[config.mk]
export PLATFORM = sky130hd
export DESIGN_NAME = tmr_user_gate
export DESIGN_NICKNAME = d
export VERILOG_FILES = /design/src/rtl/tmr_gate_pkg.sv /design/src/rtl/tmr_res_check.sv /design/src/rtl/tmr_route_sel.sv /design/src/rtl/tmr_out_stage.sv /design/src/rtl/tmr_user_gate.sv
export SDC_FILE = /design/constraint.sdc
export NUM_CORES = 1
export LEC_CHECK = 0
export ABC_AREA = 1
export ABC_CLOCK_PERIOD_IN_PS = 920
export BUFFER_PORTS_ARGS = -buffer_cell sky130_fd_sc_hd__buf_2
export CAP_MARGIN = 40
export CORE_AREA = 2 2 39 41
export DETAILED_ROUTE_END_ITERATION = 16
export DIE_AREA = 0 0 41 43
export GPL_ROUTABILITY_DRIVEN = 0
export HOLD_SLACK_MARGIN = 0.15
export PLACE_DENSITY = 0.42
export SETUP_SLACK_MARGIN = 0.4
export SYNTH_ARGS = -nofsm -noshare
export SYNTH_HDL_FRONTEND = slang
export SYNTH_SLANG_ARGS = --single-unit
[constraint.sdc]
create_clock -name clk -period 0.92 [get_ports clk]
set_input_delay 0.276 -clock clk [delete_from_list [all_inputs] [get_ports clk]]
set_output_delay 0.276 -clock clk [all_outputs]
set_load 0.005 [all_outputs]
[src/rtl/tmr_gate_pkg.sv]
`timescale 1ns/1ps
package tmr_gate_pkg;

    localparam int CLS_W  = 3;
    localparam int LVL_W  = 2;
    localparam int PERM_W = 4;
    localparam int TGT_W  = 2;

    // Permission vector bit positions
    localparam int P_PCNT = 0;
    localparam int P_VCNT = 1;
    localparam int P_VTMR = 2;
    localparam int P_PTMR = 3;

    typedef enum logic [CLS_W-1:0] {
        CLS_PCNT = 3'd0,
        CLS_VCNT = 3'd1,
        CLS_FREQ = 3'd2,
        CLS_VTMR = 3'd3,
        CLS_PTMR = 3'd4
    } res_cls_e;

    typedef enum logic [LVL_W-1:0] {
        LVL_USER = 2'd0,
        LVL_KERN = 2'd1,
        LVL_HYP  = 2'd2,
        LVL_MON  = 2'd3
    } lvl_e;

    typedef enum logic [TGT_W-1:0] {
        TGT_NONE = 2'd0,
        TGT_KERN = 2'd1,
        TGT_HYP  = 2'd2
    } tgt_e;

    typedef struct packed {
        logic host;
        logic tgen;
        logic l2_on;
    } hyp_flags_t;

    typedef struct packed {
        logic trap;
        tgt_e tgt;
    } verdict_t;

    localparam verdict_t VERDICT_IDLE = '{trap: 1'b0, tgt: TGT_NONE};

    // Map a single-family class code to the permission bit that governs it.
    // Returns PERM_W for classes that are not governed by one bit.
    function automatic int perm_index(input logic [CLS_W-1:0] cls);
        case (cls)
            CLS_PCNT: return P_PCNT;
            CLS_VCNT: return P_VCNT;
            CLS_VTMR: return P_VTMR;
            CLS_PTMR: return P_PTMR;
            default:  return PERM_W;
        endcase
    endfunction

endpackage

[src/rtl/tmr_res_check.sv]
`timescale 1ns/1ps
module tmr_res_check
    import tmr_gate_pkg::*;
(
    input  logic [CLS_W-1:0]  cls_i,
    input  logic [PERM_W-1:0] perm_i,
    output logic              denied_o
);

    // One "closed" flag per permission-governed class
    logic [PERM_W-1:0] closed;

    for (genvar g = 0; g < PERM_W; g++) begin : g_fam
        logic hit;
        assign hit       = (perm_index(cls_i) == g);
        assign closed[g] = hit & ~perm_i[g];
    end

    logic freq_closed;
    assign freq_closed = (cls_i == CLS_FREQ) & ~perm_i[P_PCNT] & ~perm_i[P_VCNT];

    always_comb begin
        denied_o = (|closed) | freq_closed;
    end

endmodule

[src/rtl/tmr_route_sel.sv]
`timescale 1ns/1ps
module tmr_route_sel
    import tmr_gate_pkg::*;
(
    input  hyp_flags_t flags_i,
    output logic       bypass_o,
    output tgt_e       tgt_o
);

    always_comb begin
        bypass_o = flags_i.host & flags_i.tgen;
        if (flags_i.l2_on && flags_i.tgen) begin
            tgt_o = TGT_HYP;
        end else begin
            tgt_o = TGT_KERN;
        end
    end

endmodule

[src/rtl/tmr_out_stage.sv]
`timescale 1ns/1ps
module tmr_out_stage
    import tmr_gate_pkg::*;
#(
    parameter bit REG_OUT = 1'b1
) (
    input  logic     clk,
    input  logic     rst,
    input  verdict_t vin_i,
    output verdict_t vout_o
);

    if (REG_OUT) begin : g_reg
        verdict_t q;
        always_ff @(posedge clk) begin
            if (rst) begin
                q <= VERDICT_IDLE;
            end else begin
                q <= vin_i;
            end
        end
        assign vout_o = q;
    end else begin : g_comb
        logic unused_clk_rst;
        assign unused_clk_rst = clk ^ rst;
        assign vout_o = vin_i;
    end

endmodule

[src/rtl/tmr_user_gate.sv]
`timescale 1ns/1ps
module tmr_user_gate
    import tmr_gate_pkg::*;
#(
    parameter bit REG_OUT = 1'b1
) (
    input  logic              clk,
    input  logic              rst,
    input  logic              acc_valid_i,
    input  logic [CLS_W-1:0]  acc_cls_i,
    input  logic [LVL_W-1:0]  acc_lvl_i,
    input  logic [PERM_W-1:0] perm_i,
    input  logic              host_i,
    input  logic              tgen_i,
    input  logic              l2_on_i,
    output logic              trap_o,
    output logic [TGT_W-1:0]  tgt_o
);

    hyp_flags_t flags;
    logic       denied;
    logic       bypass;
    tgt_e       route;
    logic       user_acc;
    verdict_t   v_now;
    verdict_t   v_out;

    assign flags = '{host: host_i, tgen: tgen_i, l2_on: l2_on_i};

    tmr_res_check u_res (
        .cls_i    (acc_cls_i),
        .perm_i   (perm_i),
        .denied_o (denied)
    );

    tmr_route_sel u_route (
        .flags_i  (flags),
        .bypass_o (bypass),
        .tgt_o    (route)
    );

    assign user_acc = acc_valid_i && (acc_lvl_i == LVL_USER);

    always_comb begin
        v_now = VERDICT_IDLE;
        if (user_acc && !bypass && denied) begin
            v_now.trap = 1'b1;
            v_now.tgt  = route;
        end
    end

    tmr_out_stage #(.REG_OUT(REG_OUT)) u_out (
        .clk    (clk),
        .rst    (rst),
        .vin_i  (v_now),
        .vout_o (v_out)
    );

    assign trap_o = v_out.trap;
    assign tgt_o  = v_out.tgt;


    tgt_idle_chk: assert property (@(posedge clk) disable iff (rst)
        !trap_o |-> (tgt_o == TGT_NONE));


    tgt_range_chk: assert property (@(posedge clk) disable iff (rst)
        trap_o |-> (tgt_o == TGT_KERN || tgt_o == TGT_HYP));

    if (REG_OUT) begin : g_chk_reg

        valid_gate_chk: assert property (@(posedge clk) disable iff (rst)
            trap_o |-> $past(acc_valid_i));

        lvl_gate_chk: assert property (@(posedge clk) disable iff (rst)
            trap_o |-> ($past(acc_lvl_i) == LVL_USER));

        host_bypass_chk: assert property (@(posedge clk) disable iff (rst)
            trap_o |-> !($past(host_i) && $past(tgen_i)));

        tgt_l2_chk: assert property (@(posedge clk) disable iff (rst)
            (trap_o && tgt_o == TGT_HYP) |-> ($past(l2_on_i) && $past(tgen_i)));

        cls_rsvd_chk: assert property (@(posedge clk) disable iff (rst)
            trap_o |-> ($past(acc_cls_i) <= CLS_PTMR));
    end else begin : g_chk_comb

        valid_gate_chk: assert property (@(posedge clk) disable iff (rst)
            trap_o |-> acc_valid_i);

        lvl_gate_chk: assert property (@(posedge clk) disable iff (rst)
            trap_o |-> (acc_lvl_i == LVL_USER));

        host_bypass_chk: assert property (@(posedge clk) disable iff (rst)
            trap_o |-> !(host_i && tgen_i));

        tgt_l2_chk: assert property (@(posedge clk) disable iff (rst)
            (trap_o && tgt_o == TGT_HYP) |-> (l2_on_i && tgen_i));

        cls_rsvd_chk: assert property (@(posedge clk) disable iff (rst)
            trap_o |-> (acc_cls_i <= CLS_PTMR));
    end

endmodule

==> results of run 1 <==
==> metal layers <==
metal | share of wire | up-vias | global-route usage | wire length [um]
li1 | - | 130 | - | -
met1 | 0.39 | 94 | 0.0701 | 194
met2 | 0.49 | 12 | 0.0844 | 242
met3 | 0.11 | 0 | 0.0314 | 55
met4 | 0 | 0 | 0.0800 | 0
met5 | 0 | - | 0 | 0
==> metrics by stage <==
stage	cells	setup TNS, ns	util	hold WS, ns
6_report	67	0	0.275	0.311
4_1_cts	67	-0.0147	0.250	0.298
3_5_place_dp	63	-0.0270	0.212	0.552
2_1_floorplan	30	0	-	0.417
5_1_grt	67	-0.0679	0.275	0.320
3_3_place_gp	63	-0.0104	0.212	0.550
==> Yosys cell counts <==
master	number	area share
dfxtp_1	3	0.35
inv_1	8	0.17
nand2_1	8	0.17
nor2_2	1	0.036
nor2_1	4	0.087
nand3_1	4	0.12
nand2_2	1	0.036
o21ai_0	1	0.029
==> cells by family (layout without fill, tap and decap cells) <==
kind of cell           count (synthesis)  after routing  synth area share
and+or+nand+nor                       18             18             0.449
buffers and inverters                  8             29             0.174
DFF                                    3              3             0.348
AOI/OAI and AO/OA                      1              1            0.0290
==> power groups by stage <==
stage	logic, mW	clock network [mW]	registers [mW]
CTS	0.0844	0.244	0.132
floorplan	0.0307	0	0.134
global placement	0.0712	0	0.134
global route	0.109	0.264	0.132
detailed placement	0.0715	0	0.134
finish	0.0981	0.230	0.132
==> path summary, 6_finish.rpt <==
kind | from | end | slack, ns | cells past startpoint
setup / recovery | u_out.vout_o[2] | trap_o | 0.005 | 1
hold / removal | l2_on_i | u_out.vout_o[1] | 0.31 | 3
==> area by class of cell <==
class | count | area (um^2)
clock buffers | 4 | 26.3
repair buffers | 17 | 126
inverters | 8 | 40.0
multi-input cells | 19 | 106
well taps | 16 | 20.0
flip-flops and latches | 3 | 61.3
fillers | 167 | 1000
==> repair_timing <==
item	4_1_cts	5_1_grt
hold endpoints to repair	0	0
gates resized for setup	7	8
endpoints found under the setup margin	6	6
pin swaps	8	5
==> impl.org, run 1 <==
** Worst setup path
- CP Class :: reg -> out
- The largest single stage delay on the critical path is 0.30 ns.
- Critical path startpoint category :: flip-flop
- Critical path's top delay family :: flip-flops
- The number of buffers and inverters on the critical path is 1.
- Of all nets on the critical path, the largest fanout is 1.
- Data on the critical path is required at its endpoint by 0.64 ns.
- Traced cell by cell, the critical path runs through buf_2.
- Slowest CP cell :: dfxtp_2
- Capturing element type of the critical path :: primary output
- Data arrival at the endpoint of the critical path :: 0.64 ns

** Clock network
- Clock tree synthesis selected as its root buffer the cell clkbuf_4.
- Clock-pin slew was measured on the worst setup and hold paths at 0.04 ns.
- CTS built an H-tree with a depth of 1.
- Clock tree synthesis inserted a total of 3 buffers.
- Hold repair after CTS inserted 0 buffers.
- TritonCTS built the clock tree.
- Buffer count from post-CTS setup fixing :: 0
- The clock passes through at most 2 buffers.
- Clock tree synthesis found a total of 3 sinks.

** Route
- The first TritonRoute pass finished after 2 iterations.
- The detailed router finished its first iteration with 3 violations.
- Routed vias/inst :: 3.52
- Number of vias in the routed layout :: 236
- Drc violations :: 0
- Remaining antenna violation count after routing :: 0
- After detailed routing, the average wire length per cell comes to 7.34 um.
- The routed design has 492 um of wire.

** STA
- Final number of hold-violating endpoints :: 0
- Final period util :: 0.994
- Final critical delay including setup and external delays :: 0.915 ns
- Unrepaired setup endpoints after global routing :: yes
- Slew Limit Fails :: 0
- Setup violations remaining at the end of the flow were counted as 0.
- At the pin with the least slew margin, the transition time is 0.0881 ns.
- Static timing analysis puts the maximum clock frequency at 1090 MHz.
- Headroom to the max-slew limit :: 0.941
- Post-layout worst setup margin :: 0.00545 ns

** Power and ir drop
- Share of power burned in the clock network :: 0.499
- Power density relative to cell area :: 1210 mW/mm^2
- Net Sw Power :: 108 uW
- Of the total power, combinational logic draws 0.213.
- Flop pwr share :: 0.287
- Share of total power consumed by net switching :: 0.236
- The design draws 460 uW.
- Int Power :: 351 uW
- Peak VDD IR :: 0.000229 V
- Leakage :: 0.214 nW

** Final layout
- The top cell types in the final layout, fill and taps aside, are buf_2, nand2_1, inv_1, buf_6.
- Most common cell after layout, fill and taps aside :: buf_2
- In the final layout, the share of cells above drive strength 1 is 0.588.
- The area growth from synthesis to layout is 120%.
- Summing all non-filler instances in the final layout gives an area of 380 um^2.
- Largest register FFs :: 3
- ANT cells :: 0
- The final layout contains 67 nets.

** Die
- For this configuration, the core starts out at a cell density of 0.125.
- 18 I/O pins were placed.
- Row Count :: 14
- Die Height :: 43 um
- Standard cell core area :: 0.00138 mm^2
- The die covers 0.00176 mm^2.
- Die X-Extent :: 41 um

** Synthesis
- Cell variety after synth :: 8
- In this run, synthesis produced a sequential element count of 3.
- The Yosys step of the flow raised 0 warnings.
- Post-Syn Instances :: 30
- Netlist area before placement :: 173 um^2
- Mean Syn Cell Area :: 5.76 um^2
- Synthesized net count :: 45
- The share of the Yosys chip area taken by registers is 0.348.

** GRT
- Global routing finished with a remaining overflow of 0.
- The initial antenna violation count came to 0.
- The via count of the first global-routing pass was 206.
- Entering global routing, the biggest net connects 4 pins.
- Total track usage :: 0.0671
- The first global-routing pass estimated 738 um of wire.

** Placement
- The placed instances occupy a cell area of 293 um^2.
- Setup Slack @ Placement :: -0.0157 ns
- Post-DP HPWL :: 384 um
- Quantity of I/O buffers inserted on ports :: 17

** Flow run
- Max-capacitance violation count :: 0

** Hold path
- Class of the most critical hold timing path :: in -> reg

** Run status
- The flow ran to the end, and the final reports show no timing, DRC or antenna violations.
Power figures use the tool's default switching activity.
==> run 2, diff against run 1 <==
--- a/config.mk
+++ b/config.mk
@@ -6,7 +6,7 @@
 export NUM_CORES = 1
 export LEC_CHECK = 0
 export ABC_AREA = 1
-export ABC_CLOCK_PERIOD_IN_PS = 920
+export ABC_CLOCK_PERIOD_IN_PS = 1000
 export BUFFER_PORTS_ARGS = -buffer_cell sky130_fd_sc_hd__buf_2
 export CAP_MARGIN = 40
 export CORE_AREA = 2 2 39 41
==> constraint.sdc (replaced) <==
create_clock -name clk -period 1 [get_ports clk]
set_input_delay 0.3 -clock clk [delete_from_list [all_inputs] [get_ports clk]]
set_output_delay 0.3 -clock clk [all_outputs]
set_load 0.005 [all_outputs]
==> run 2 against run 1 <==
Clock power decreased by 7%. Global-route usage decreased by 1.0 points. Worst setup slack improved by 0.062 ns. Core utilization increased by 1.8 points. Hold slack improved by 0.016 ns. Sequential share of layout area decreased by 1.3 points. First-iteration DRC count decreased by 100%. Design area increased by 6.6%. Largest cell class unchanged. Largest power group unchanged.
==> impl.org, run 2 (synthesis results as in run 1) <==
** Route
- The number of DRC violations after detailed-routing iteration 0 came to 0 (-3).
- The average detailed-routed wire length per instance was 6.49 um (-12%).
- Number of vias in the routed layout :: 246 (+4.2%)
- The total wire length came to 435 um (-12%).
- Total iterations of the first detailed-routing run :: 1 (-1)
- The post-detailed-route DRC marker count was 0 (unchanged).
- Routed vias/inst :: 3.67 (+4.2%)
- Remaining antenna violation count after routing :: 0 (unchanged)

** Clock network
- The hold buffer count at cts was 0 (unchanged).
- Depth of the CTS H-tree :: 1 (unchanged)
- Number of clock sinks :: 3 (unchanged)
- The CTS buffer count is 3 (unchanged).
- The maximum root-to-sink buffer count is 2 (unchanged).
- TritonCTS built the clock tree.
- The clock transition at the register clock pins on the worst setup and hold paths after CTS was 0.04 ns (about the same).
- Root buffer cell :: clkbuf_4

** STA
- Final number of hold-violating endpoints :: 0 (unchanged)
- In the finished design, the share of the clock period the worst path needs comes to 0.933.
- Number of setup violations in the final report :: 0 (unchanged)
- Timing would allow up to 1070 MHz.
- The worst hold slack across all endpoints came to 0.327 ns (+0.0162 ns).
- Final critical delay including setup and external delays :: 0.933 ns
- Worst Max-Slew Pin Slew :: 0.0855 ns (-0.00268 ns)
- The total negative setup slack was 0 ns (unchanged).
- Setup repair after global routing could not meet its margin everywhere.
- The relative max-transition margin came to 0.943 (+0.00179).
- The final count of pins violating max slew came to 0 (unchanged).

** Placement
- The number of input and output port buffers inserted was 17 (unchanged).
- Post-DP HPWL :: 361 um (-5.8%)
- Placed cell area :: 292 um^2 (-0.43%)

** Power and ir drop
- Leakage :: 0.223 nW (+3.9%)
- Total power draw :: 434 uW (-5.7%)
- Proportion of power drawn by combinational gates :: 0.230 (+0.017)
- Flop pwr share :: 0.280 (-0.007)
- The maximum vdd ir drop was 0.000267 V (+17%).
- Int Power :: 331 uW (-5.9%)
- The total power per unit cell area came to 1070 mW/mm^2 (-12%).
- The switching power total came to 103 uW (-4.9%).
- Share of total power consumed by net switching :: 0.238 (+0.00189)
- The portion of total power attributed to the clock network came to 0.491 (-0.008).

** Die
- The die outline height is 43 um (unchanged).
- Die X-Extent :: 41 um (unchanged)
- Top Ports :: 18 (unchanged)
- Die footprint :: 0.00176 mm^2 (unchanged)
- Starting density of the core :: 0.125 (unchanged)
- Standard cell core area :: 0.00138 mm^2 (unchanged)
- Row Count :: 14 (unchanged)

** Final layout
- In the layout the commonest cells are buf_2, nand2_1, buf_6.
- Sequential cell area :: 60.1 um^2 (-2.0%)
- The total inserted antenna cells was 0 (unchanged).
- The number of fill cells is 160 (-4.2%).
- The share of the core filled with cells in the final layout is 0.293 (+0.0181).
- Share of cells above drive strength 1 :: 0.667 (+0.0784)
- Signed area change from the synthesized netlist to the final layout :: 135%
- Most common cell after layout, fill and taps aside :: buf_2
- Largest register FFs :: 3 (unchanged)
- The combined area of the multi-input logic cells came to 116 um^2 (+9.4%).
- The post-route cell area is 405 um^2 (+6.6%).
- The net count of the finished layout is 67 (unchanged).

** Run status
- The flow ran to the end, and the final reports show no timing, DRC or antenna violations.

** GRT
- The largest net degree at the start of global routing is 4 (unchanged).
- The total track usage came to 0.0571 (-0.0100).
- Initial antenna violation count :: 0 (unchanged)
- The wire length of the first global-routing pass came to 662 um (-10%).
- The via count of the first global-routing pass came to 196 (-4.9%).
- Global route overflow :: 0 (unchanged)

** Worst setup path
- The critical path goes through buf_2.
- The required time at the worst-slack endpoint was 0.70 ns (+0.06 ns).
- Critical path startpoint category :: flip-flop
- Slowest CP cell :: dfxtp_1
- Critical path's top delay family :: flip-flops
- STA classifies the critical path endpoint as a primary output.
- The highest fanout seen on the critical path came to 1 (unchanged).
- Slowest Stage Delay on Critical Path :: 0.29 ns (about the same)
- Number of logic stages on the critical path including buffering :: 1 (unchanged)
- The arrival time of data at the critical path endpoint came to 0.63 ns (about the same).
- CP Class :: reg -> out
- Buffers & Inverters on Critical Path :: 1 (unchanged)

** Flow run
- The max-capacitance violation count came to 0 (unchanged).

** Hold path
- The cell depth of the worst hold path came to 3 (unchanged).
- The path class of the tightest hold or removal check is in -> reg.
-- run 2: cell counts in the layout (fill, tap and decap cells not counted) --
Identical to the previous run, type by type.
-- run 2: cell type report --
cell class	count	share of cell area
timing repair buffer	17	0.352
clock buffer	4	0.0648
sequential	3	0.148
tap	16	0.0494
inverter	8	0.0988
multi-input combinational	19	0.287
-- run 2: worst paths after layout --
check | from | endpoint
worst max-delay path | u_out.vout_o[1] | tgt_o[1]
worst min-delay path | l2_on_i | u_out.vout_o[1]
-- run 2: per-layer routing --
layer,track usage,part of all wire,vias to the layer above
met1,0.0669,0.34,105
met3,0.0157,0.16,0
met4,0.0600,0,0
met2,0.0750,0.51,12
li1,-,-,129
met5,0,0,-
-- run 2: power groups by stage --
stage	sequential, mW	clock [mW]	combinational (mW)
6_report	0.121	0.213	0.0996
5_1_grt	0.121	0.230	0.110
4_1_cts	0.121	0.224	0.0936
3_5_place_dp	0.123	0	0.0661
3_3_place_gp	0.123	0	0.0654
2_1_floorplan	0.123	0	0.0283
-- run 2: what timing repair did --
action,in CTS,in global routing
gates resized for setup,16,6
pin swaps,8,6
gates cloned,0,0
endpoints found under the setup margin,6,6
buffers inserted,0,0
hold endpoints to repair,0,0
-- run 2: metrics by stage --
step           std cells  setup WS (ns)
2_1_floorplan         30          0.243
3_3_place_gp          63         0.0441
3_5_place_dp          63         0.0360
4_1_cts               67         0.0566
5_1_grt               67         0.0427
6_report              67         0.0674
-- run 2: worst min-delay path, stage by stage --
cell and delay [ns]:
buf_2 0.10, nand2_1 0.07, nor2_1 0.04
==> run 3, diff against run 2 <==
--- a/config.mk
+++ b/config.mk
@@ -6,7 +6,7 @@
 export NUM_CORES = 1
 export LEC_CHECK = 0
 export ABC_AREA = 1
-export ABC_CLOCK_PERIOD_IN_PS = 1000
+export ABC_CLOCK_PERIOD_IN_PS = 1100
 export BUFFER_PORTS_ARGS = -buffer_cell sky130_fd_sc_hd__buf_2
 export CAP_MARGIN = 40
 export CORE_AREA = 2 2 39 41
==> constraint.sdc (replaced) <==
create_clock -name clk -period 1.1 [get_ports clk]
set_input_delay 0.33 -clock clk [delete_from_list [all_inputs] [get_ports clk]]
set_output_delay 0.33 -clock clk [all_outputs]
set_load 0.005 [all_outputs]
==> run 3 against run 2 <==
Clock power decreased by 11%. Core utilization decreased by 0.27 points. Sequential share of layout area increased by 0.45 points. First-iteration DRC count unchanged. Die area unchanged. Largest cell class unchanged. Critical path depth unchanged. Cell count unchanged. Via count decreased by 2.8%. Hold slack improved by 0.043 ns.
==> impl.org, run 3 (synthesis results as in run 1) <==
** Die
- The placeable core region came to 0.00138 mm^2 (unchanged).
- The area enclosed by the die boundary is 0.00176 mm^2 (unchanged).
- Starting density of the core :: 0.125 (unchanged)
- The top-level port count was 18 (unchanged).
- Die Height :: 43 um (unchanged)
- Die X-Extent :: 41 um (unchanged)
- The placement row count is 14 (unchanged).

** Power and ir drop
- Flop pwr share :: 0.284 (+0.004)
- The proportion of total power due to net switching is 0.232 (-0.00587).
- Share of power burned in the clock network :: 0.487 (-0.004)
- The switching power total is 90.1 uW (-13%).
- Total power draw :: 389 uW (-10%)
- Proportion of power drawn by combinational gates :: 0.228 (-0.002)
- Int Power :: 299 uW (-9.6%)
- Leakage :: 0.221 nW (-0.63%)
- The total power per unit cell area is 968 mW/mm^2 (-9.5%).
- Peak VDD IR :: 0.000185 V (-30%)

** Clock network
- Depth of the CTS H-tree :: 1 (unchanged)
- Root buffer cell :: clkbuf_4
- The clock sink count came to 3 (unchanged).
- The hold buffer count at cts is 0 (unchanged).
- CTS tree :: done
- Deepest clock path buffer count :: 2 (unchanged)
- The CTS buffer count is 3 (unchanged).
- Buffer count from post-CTS setup fixing :: 0 (unchanged)
- Clock-pin slew reported for the worst setup and hold paths after clock tree synthesis :: 0.04 ns (about the same)

** GRT
- The wire length of the first global-routing pass came to 752 um (+14%).
- Initial antenna violation count :: 0 (unchanged)
- Vias in the first global route :: 221 (+13%)
- The total track usage came to 0.0660 (+0.00894).
- Global route overflow :: 0 (unchanged)
- The largest net degree at the start of global routing was 4 (unchanged).

** Placement
- The cell total after placement was 63 (unchanged).
- The half-perimeter wire length after placement was 370 um (+2.4%).
- The number of input and output port buffers inserted is 17 (unchanged).

** Final layout
- Relative to the synthesized area, the layout overhead comes to 133%.
- Share of cells above drive strength 1 :: 0.706 (+0.0392)
- In the layout the commonest cells are buf_2, buf_6, nand2_1.
- The net count of the finished layout is 67 (unchanged).
- The area of all sequential standard cells was 61.3 um^2 (+2.1%).
- Non-filler instance count after layout :: 67 (unchanged)
- The combined area of the multi-input logic cells came to 111 um^2 (-4.3%).
- Largest register FFs :: 3 (unchanged)
- Most common cell after layout, fill and taps aside :: buf_2
- The number of fill cells is 156 (-2.5%).
- ANT cells :: 0 (unchanged)

** STA
- The final count of pins violating max slew was 0 (unchanged).
- Number of setup violations in the final report :: 0 (unchanged)
- Maximum achievable frequency :: 1030 MHz
- Setup total negative slack :: 0 ns (unchanged)
- Unrepaired setup endpoints after global routing :: yes
- Final critical delay including setup and external delays :: 0.967 ns
- Headroom to the max-slew limit :: 0.940 (-0.00280)
- The worst hold slack across all endpoints came to 0.370 ns (+0.0432 ns).
- Final period util :: 0.879
- Final number of hold-violating endpoints :: 0 (unchanged)
- The transition time of the tightest slew-check pin came to 0.0895 ns (+0.00408 ns).

** Flow run
- The max-capacitance violation count was 0 (unchanged).

** Worst setup path
- Series of cell instances along the critical path :: buf_6
- CP Class :: reg -> out
- Data arrival at the endpoint of the critical path :: 0.64 ns (about the same)
- The required time at the worst-slack endpoint is 0.77 ns (+0.07 ns).
- The worst setup path is captured at a primary output.
- The biggest cell delay along the critical path is 0.31 ns (+0.02 ns).
- On the critical path the largest part of the delay comes from flip-flops.
- Critical path startpoint category :: flip-flop
- Among all stages on the critical path, the largest delay is contributed by dfxtp_2.
- Top fanout value on the critical path :: 1 (unchanged)
- Buffers & Inverters on Critical Path :: 1 (unchanged)

** Run status
- Outcome :: completed

** Route
- Final wirelength :: 451 um (+3.7%)
- Drc violations :: 0 (unchanged)
- Total iterations of the first detailed-routing run :: 1 (unchanged)
- Remaining antenna violation count after routing :: 0 (unchanged)
- Number of DRC markers in iteration 0 :: 0 (unchanged)
- Routed vias/inst :: 3.57 (-2.8%)
- The via count of the routed design is 239 (-2.8%).
- Post-detailed-route wirelength per cell :: 6.73 um (+3.7%)

** Hold path
- The min-delay analysis places its worst path in the category in -> reg.
## run 3: cell counts in the layout (fill, tap and decap cells not counted)
No cell type changed its count.
## run 3: metrics by stage
step | area (um^2) | util | setup WS, ns
floorplan | 186 | - | 0.313
global placement | 292 | 0.211 | 0.113
detailed placement | 292 | 0.211 | 0.114
CTS | 354 | 0.256 | 0.128
global route | 402 | 0.290 | 0.0995
finish | 402 | 0.290 | 0.133
## run 3: final timing paths
| check | slack (ns) | startpoint | to | depth (start not counted) |
|---|---|---|---|---|
| hold / removal | 0.37 | l2_on_i | u_out.vout_o[1] | 3 |
| setup / recovery | 0.13 | u_out.vout_o[0] | tgt_o[0] | 1 |
## run 3: final cells by class
| cell class | count | area share |
|---|---|---|
| Clock buffer | 4 | 0.0654 |
| Timing Repair Buffer | 17 | 0.355 |
| Multi-Input combinational cell | 19 | 0.277 |
| Inverter | 8 | 0.0997 |
| Tap cell | 16 | 0.0498 |
| Sequential cell | 3 | 0.153 |
## run 3: power groups by stage
| stage | sequential (mW) | clock (mW) | combinational [mW] |
|---|---|---|---|
| floorplan | 0.112 | 0 | 0.0257 |
| global placement | 0.112 | 0 | 0.0594 |
| detailed placement | 0.112 | 0 | 0.0604 |
| CTS | 0.110 | 0.202 | 0.0742 |
| global route | 0.110 | 0.212 | 0.0991 |
| finish | 0.111 | 0.190 | 0.0888 |
## run 3: tightest hold or removal path, stage by stage
cell     delay (ns)
buf_2          0.10
nand2_1        0.09
nor2_2         0.04
## run 3: timing repair
item	4_1_cts	5_1_grt
endpoints found under the setup margin	6	6
resized for setup	9	15
gates cloned	0	0
pin swaps	3	8
## run 3: metal layers
layer / track usage / part of all wire / wire (um) / vias up
met5: 0 / 0 / 0 / -
met4: 0.0800 / 0 / 0 / 0
met3: 0.0157 / 0.11 / 48 / 0
met2: 0.0938 / 0.52 / 233 / 12
met1: 0.0667 / 0.37 / 169 / 98
li1: - / - / - / 129
